## src/rtl/ob_write_seq.sv

```systemverilog
module ob_write_seq #(
  parameter int AW         = 32,
  parameter int BCW        = 12,
  parameter int LTW        = 8,
  parameter int TAGW       = 4,
  parameter int BEAT_BYTES = 4
) (
  input  logic            clk,
  input  logic            rst_n,
  input  logic            xmode,
  input  logic            io_wr,
  input  logic [LTW-1:0]  lat_load,
  input  logic            adq_valid,
  input  logic [AW-1:0]   adq_addr,
  input  logic [BCW-1:0]  adq_bytes,
  input  logic [TAGW-1:0] adq_tag,
  input  logic            wdq_valid,
  output logic            adq_pop,
  output logic            adq_flush,
  output logic            wdq_pop,
  output logic            bus_req,
  input  logic            bus_gnt,
  output logic            addr_valid,
  output logic [AW-1:0]   addr_out,
  output logic            beat_valid,
  input  logic            tgt_ready,
  input  logic [2:0]      tgt_term,
  input  logic            perr,
  input  logic            split_done,
  input  logic [TAGW-1:0] split_tag,
  output logic            tabort_err,
  output logic            perr_flag
);
  localparam logic [BCW-1:0] BB_CNT  = BCW'(BEAT_BYTES);
  localparam logic [AW-1:0]  BB_ADDR = AW'(BEAT_BYTES);

  localparam logic [2:0] T_NONE  = 3'd0;
  localparam logic [2:0] T_RETRY = 3'd1;
  localparam logic [2:0] T_DISC  = 3'd2;
  localparam logic [2:0] T_SDP   = 3'd3;
  localparam logic [2:0] T_TABT  = 3'd4;
  localparam logic [2:0] T_SPLIT = 3'd5;
  localparam logic [2:0] T_MABT  = 3'd6;

  typedef enum logic [2:0] {S_IDLE, S_REQ, S_ADDR, S_DATA, S_SPLIT} st_t;

  st_t             state, nxt;
  logic [AW-1:0]   cur_addr;
  logic [BCW-1:0]  remain;
  logic [TAGW-1:0] cur_tag;
  logic [LTW-1:0]  lat_cnt;

  wire ext_io   = xmode & io_wr;
  wire in_data  = (state == S_DATA);
  wire t_abort  = in_data && tgt_term == T_TABT;
  wire t_split  = in_data && ext_io && tgt_term == T_SPLIT;
  wire beat_ok  = tgt_term == T_NONE || tgt_term == T_DISC ||
                  tgt_term == T_SDP  || (ext_io && tgt_term == T_SPLIT);
  wire beat_xfer = in_data && tgt_ready && beat_ok;
  wire last_beat = beat_xfer && remain == BB_CNT;
  wire sdp_done  = beat_xfer && ext_io && tgt_term == T_SDP;
  wire resume    = tgt_term == T_RETRY || tgt_term == T_DISC ||
                   tgt_term == T_SDP || tgt_term == T_SPLIT;
  wire lat_out   = lat_cnt == '0 && !bus_gnt;
  wire split_hit = state == S_SPLIT && split_done && split_tag == cur_tag;

  assign bus_req    = state == S_REQ && wdq_valid;
  assign addr_valid = state == S_ADDR;
  assign beat_valid = in_data;
  assign addr_out   = cur_addr;
  assign wdq_pop    = beat_xfer;
  assign adq_flush  = (addr_valid && tgt_term == T_MABT) || t_abort;
  assign adq_pop    = (in_data && !t_abort && !t_split && (last_beat || sdp_done)) || split_hit;

  always_comb begin
    nxt = state;
    case (state)
      S_IDLE:  if (adq_valid && wdq_valid) nxt = S_REQ;
      S_REQ:   if (bus_gnt && wdq_valid) nxt = S_ADDR;
      S_ADDR:  nxt = (tgt_term == T_MABT) ? S_IDLE : S_DATA;
      S_DATA: begin
        if (t_abort)                    nxt = S_IDLE;
        else if (t_split)               nxt = S_SPLIT;
        else if (last_beat || sdp_done) nxt = S_IDLE;
        else if (resume)                nxt = S_REQ;
        else if (lat_out)               nxt = S_REQ;
      end
      S_SPLIT: if (split_hit) nxt = S_IDLE;
      default: nxt = S_IDLE;
    endcase
  end

  always_ff @(posedge clk or negedge rst_n) begin
    if (!rst_n) begin
      state      <= S_IDLE;
      cur_addr   <= '0;
      remain     <= '0;
      cur_tag    <= '0;
      lat_cnt    <= '0;
      tabort_err <= 1'b0;
      perr_flag  <= 1'b0;
    end else begin
      state <= nxt;
      if (state == S_IDLE && adq_valid && wdq_valid) begin
        cur_addr <= adq_addr;
        remain   <= adq_bytes;
        cur_tag  <= adq_tag;
      end
      if (state == S_ADDR) lat_cnt <= lat_load;
      else if (in_data && lat_cnt != '0) lat_cnt <= lat_cnt - 1'b1;
      if (beat_xfer) begin
        cur_addr <= cur_addr + BB_ADDR;
        remain   <= remain - BB_CNT;
      end
      if (t_abort) tabort_err <= 1'b1;
      if (in_data && perr) perr_flag <= 1'b1;
    end
  end
endmodule


```

## config.mk

```make
export PLATFORM = sky130hd
export DESIGN_NAME = ob_write_seq
export DESIGN_NICKNAME = d
export VERILOG_FILES = /design/src/rtl/ob_write_seq.sv
export SDC_FILE = /design/constraint.sdc
export NUM_CORES = 1
export LEC_CHECK = 0
export BUFFER_PORTS_ARGS = -buffer_cell sky130_fd_sc_hd__buf_2
export CORE_MARGIN = 5
export CORE_UTILIZATION = 56
export CTS_BUF_LIST = sky130_fd_sc_hd__clkbuf_16
export CTS_CLUSTER_SIZE = 30
export DETAILED_ROUTE_END_ITERATION = 12
export GPL_TIMING_DRIVEN = 0
export PLACE_DENSITY = 0.91
export SLEW_MARGIN = 20
export SYNTH_ARGS = -nofsm -noshare
export SYNTH_HDL_FRONTEND = slang
export SYNTH_SLANG_ARGS = --single-unit
```

## constraint.sdc

```tcl
create_clock -name clk -period 2.5 [get_ports clk]
set_input_delay 0.125 -clock clk [delete_from_list [all_inputs] [get_ports clk]]
set_output_delay 0.125 -clock clk [all_outputs]
set_load 0.005 [all_outputs]
```

=== After elaboration in Yosys (flattened, before gate mapping) ===
Index checks and enable logic that the tools add are counted.

* Add/sub/neg operators: 3
* Equal/unequal tests: 16
* Mux-type cells: 16
* Bitwise gates (word level): 1
* Reductions and logical operators: 42

{| class="wikitable"
|+ Operators with widths
! operator !! count
|-
| 2-to-1 mux 32 bit || 2
|-
| adder 32 x 3 -> 32 bit (second input constant) || 1
|-
| 2-to-1 mux 12 bit || 2
|-
| 2-to-1 mux 3 bit || 8
|-
| logical AND 1 bit || 23
|-
| 2-to-1 mux 8 bit || 2
|-
| one-hot mux 3 bit (5 select lines) || 1
|-
| == test 12 x 3 -> 1 bit (second input constant) || 1
|-
| == test 3 x 2 -> 1 bit (second input constant) || 4
|-
| == test 3 bit (second input constant) || 4
|-
| subtractor 12 x 3 -> 12 bit (second input constant) || 1
|-
| logical OR 1 bit || 9
|-
| zero test 8 bit || 1
|-
| nonzero test 8 bit || 1
|-
| subtractor 8 x 1 -> 8 bit (second input constant) || 1
|-
| == test 3 x 1 -> 1 bit (second input constant) || 2
|-
| zero test 3 bit || 2
|-
| inequality test 6 x 1 -> 1 bit (second input constant) || 1
|-
| == test 4 bit || 1
|-
| inequality test 2 bit (second input constant) || 2
|-
| AND reduction 4 bit || 1
|-
| nonzero test 2 bit || 2
|-
| zero test 1 bit || 3
|-
| 2-to-1 mux 2 bit || 1
|-
| other kinds (2) || 2
|}

* Register bits: 61
* Input port bits: 73
* Output and inout port bits: 40
* Logic and storage cells: 85

=== Longest topological paths before layout ===
* Depth after elaboration: 12
* Depth in mapped cells: 10
* Gate-level depth less buffers: 8

=== Worst setup path before layout ===
OpenSTA, ideal clock, no wires.

* Path type: flip-flop to flip-flop
* Start: register remain[4]
* End: register remain[10]
* Library setup time: 142 ps
* Arrival time: 1614 ps
* Data required time: 2358 ps
* Slack: 745 ps
* Cell stages (with the launch flop): 5
* Buffers on the path: 0
* Clock period less this slack: 1755 ps
* Cell sequence: dfrtp_1 or3_1 or3_1 o311ai_0 o211ai_1

* Word-level cells in the longest chain between the ends: 2

{| class="wikitable"
|+ RTL lines
! element !! line !! RTL
|-
| start: declaration || 49 || <nowiki>logic [BCW-1:0] remain;</nowiki>
|-
| start signal: assignment || 106 || <nowiki>remain <= adq_bytes;</nowiki>
|-
| start signal: assignment || 113 || <nowiki>remain <= remain - BB_CNT;</nowiki>
|-
| subtractor 12 x 3 -> 12 bit || 113 ||
|-
| 2-to-1 mux 12 bit || 111 || <nowiki>if (beat_xfer) begin</nowiki>
|}

Every way passes these cells.
A chain may end at the register's enable or synchronous reset.

=== Final worst setup path ===
* Start: register state[2]
* End: output port wdq_pop

* Word-level cells in the longest chain between the ends: 3

{| class="wikitable"
|+ RTL lines
! element !! line !! RTL
|-
| start: declaration || 47 || <nowiki>st_t state, nxt;</nowiki>
|-
| start signal: assignment || 103 || <nowiki>state <= nxt;</nowiki>
|-
| == test 3 x 2 -> 1 bit || 54 || <nowiki>wire in_data = (state == S_DATA);</nowiki>
|-
| logical AND 1 bit (2 in series) || 59 || <nowiki>wire beat_xfer = in_data && tgt_ready && beat_ok;</nowiki>
|-
| end: declaration || 20 || <nowiki>output logic wdq_pop,</nowiki>
|}

Every way passes these cells.

==> results.py <==
metrics = {
    "yosys": {
        "yosys.area.top_type": "dfrtp_1",
        "yosysMostFrequentCell": "nand2_1",
        "yosysTopAreaCellShare_pct": 41.6,
        "synthTopCellsByArea": "dfrtp_1, nand2_1, o311ai_1, nand3_1, o21ai_0",
        "ys_types": 61,
        "async_flop_share_pct": 100,
        "synth_nets": 492,
        "ys_ff_latch": 61,
        "ys_top_cells_by_count": "nand2_1, dfrtp_1, nand3_1",
        "yosysSeqAreaShare_pct": 41.6,
        "syn_area_um2": 3670,
        "synth_flop_cell": "dfrtp_1",
        "ys.warnings.count": 0,
        "synth_enable_flop_cells": 0,
        "avgSynthCellArea_um2": 8.87,
        "synthCells": 414,
    },
    "worst_setup_path": {
        "r2r_slack_ps": 310,
        "cp_max_fo": 10,
        "end_kind": "output port",
        "critical_path_class": "reg -> out",
        "cp_slowest_cell": "dfrtp_1",
        "worstPathBufferInverterCount": 5,
        "reg2regPathDepth": 8,
        "r2r-start": "state[2]",
        "path_cells": "buf_2 -> nor2b_2 -> nand2_2 -> inv_2 -> and2_4 -> nand2_4 -> inv_1 -> buf_2 -> buf_2",
        "max_stage_delay_ps": 350,
        "crit_top_cell": "buf_2",
        "critPathTopFamily": "buffers and inverters",
        "cp-start-kind": "flip-flop",
        "worst_ep_required_time_ps": 2380,
        "timing.rr.end": "remain[6]",
        "worstPathArrival_ps": 2140,
    },
    "clock_network": {
        "cts_num_sinks": 61,
        "cts_tree": "done",
        "clock_latency_ps": 330,
        "clock_path_buffers": 2,
        "cts-root-buf": "clkbuf_16",
        "htreeDepth": 3,
        "clkSlewWorstSetupHoldPaths_ps": 50,
        "post_cts.repair.setup_buffers": 0,
        "cts-buffers-inserted": 9,
        "postCtsHoldBufs": 12,
        "ctsResizeCount": 0,
    },
    "global_route": {
        "grt-ovfl-total": 0,
        "grt_max_degree": 62,
        "grt_pass1_vias": 3807,
        "grt_util_all_layers_pct": 26.9,
        "grt_pass1_wl_um": 18300,
        "antenna_found_initial": 0,
    },
    "timing": {
        "period_share_pct": 90.7,
        "hold_viol": 0,
        "worstMarginPinSlew_ps": 797,
        "drv_slew": 0,
        "fin_crit_ps": 2270,
        "max_freq_ghz": 0.441,
        "fin_tns_setup_ps": 0,
        "grt_setup_unrepaired": "false",
        "relSlewSlack_pct": 46.9,
        "setup_viol": 0,
        "worst_clock_skew_ps": 5.34,
        "whs_ps": 6.58,
    },
    "finish": {
        "seqCellArea_um2": 1530,
        "stdcell_count": 627,
        "fillers": 455,
        "multi_input_area_um2": 1970,
        "fin_util_pct": 74.2,
        "syn_to_final_growth_pct": 28.3,
        "num_antenna_cells": 0,
        "drive_gt1_share_pct": 27.6,
        "finalNetCount": 625,
        "finalInstanceArea_um2": 4710,
    },
    "power_and_ir_drop": {
        "max-vdd-ir-drop_mv": 0.604,
        "p_per_area_nw_per_um2": 1030,
        "p_leak_uw": 0.00216,
    },
    "place": {
        "place_congestion": 0.837,
        "dp_hpwl_um": 7690,
        "dp_cells": 601,
        "placed_area_um2": 4320,
        "port_buffers": 110,
    },
    "die": {
        "initial_core_util_pct": 57.8,
        "die_y_um": 91.0,
        "row_count": 29,
        "die_area_um2": 8280,
        "die_x_um": 91.0,
        "coreArea_um2": 6350,
        "io_pins": 113,
    },
    "outcome": {
        "status": "finished clean",
    },
    "route": {
        "dr_total_vias": 3913,
        "drtIter0Drc": 354,
        "routed_wirelength_um": 11000,
        "drc_errors": 0,
        "antenna_left": 0,
        "drtPass1Iterations": 7,
        "routed_via_density": 6.24,
        "wl_per_cell_um": 17.6,
    },
    "run": {
        "maxCapViolCount": 0,
    },
    "hold_path": {
        "hold_path.class": "in -> reg",
        "hold_path_depth": 3,
        "holdCritStartpoint": "lat_load[2]",
        "hold_end": "lat_cnt[2]",
    },
}
==> layout by cell type (no fill, tap or decap), types with 6 or more instances in the layout <==
| master | n |
|---|---|
| buf_2 | 116 |
| nand2_1 | 78 |
| dfrtp_1 | 61 |
| nand3_1 | 24 |
| nor2_1 | 19 |
| o21ai_0 | 17 |
| inv_1 | 16 |
| o311ai_1 | 16 |
| a21oi_1 | 14 |
| dlygate4sd3_1 | 12 |
| nand4_1 | 11 |
| o211ai_1 | 10 |
| clkbuf_1 | 9 |
| xor2_1 | 9 |
| o311ai_0 | 9 |
| clkbuf_16 | 9 |
| and3_1 | 6 |
| nor4_1 | 6 |
| a221o_1 | 6 |
==> tightest hold or removal path: cells and delay by family <==
| family | cells | cell delay [ps] |
|---|---|---|
| and+or+nand+nor | 1 | 30 |
| AOI/OAI and AO/OA | 1 | 60 |
| buffers and inverters | 1 | 80 |
==> registers in the layout (all words and copies together) (netlist names) <==
register	cells
addr_out	32
remain	12
lat_cnt	8
cur_tag	4
state	3
perr_flag	1
tabort_err	1
==> report_power, final <==
part / internal [uW] / leakage, uW / switching [uW]
Sequential: 1450 / 0.000752 / 528
Clock: 746 / 0.000141 / 416
Combinational: 807 / 0.00126 / 901
Total: 3000 / 0.00216 / 1840
==> layout make-up <==
cell class / instances / area share, %
buffer: 21 / 2.52
clock buffer: 9 / 4.78
clock inverter: 5 / 0.982
inverter: 16 / 1.27
multi-input combinational: 316 / 41.7
sequential: 61 / 32.4
tap: 77 / 2.04
timing repair buffer: 122 / 14.3
==> worst max path at each step <==
stage / end / slack, ps / start / depth (start not counted)
detailed placement: addr_out[12] / 380 / state[0] / 8
global placement: remain[2] / 410 / state[0] / 7
floorplan: remain[10] / 740 / remain[4] / 4
global route: wdq_pop / 110 / state[1] / 8
CTS: wdq_pop / 250 / state[2] / 9
finish: wdq_pop / 230 / state[2] / 9
==> routing by layer <==
metal  part of all wire, %  wire (um)  track usage [%]
met1                    40       4430             36.1
met2                    48       5320             42.3
met3                   8.6        948             4.96
met4                   2.9        322             12.3
met5                     0          0                0
==> through the flow <==
| step | worst slack (ps) | power, uW |
|---|---|---|
| final | 233 | 4850 |
| after global routing | 109 | 5170 |
| after CTS | 252 | 4820 |
| after detailed placement | 385 | 3630 |
| after global placement | 410 | 3520 |
| after floorplan | 745 | 2930 |
==> cell families (layout without fill, tap and decap cells) <==
logic type / after synthesis / in the layout / share of synthesized area, %
flops: 61 / 61 / 41.6
simple gates: 188 / 188 / 26.4
buf+inv: 37 / 173 / 4.87
mux: 4 / 4 / 1.19
xor+xnor: 14 / 14 / 3.34
fa+ha+maj: 5 / 5 / 1.70
compound gates: 105 / 105 / 21.0
Power figures use the tool's default switching activity.
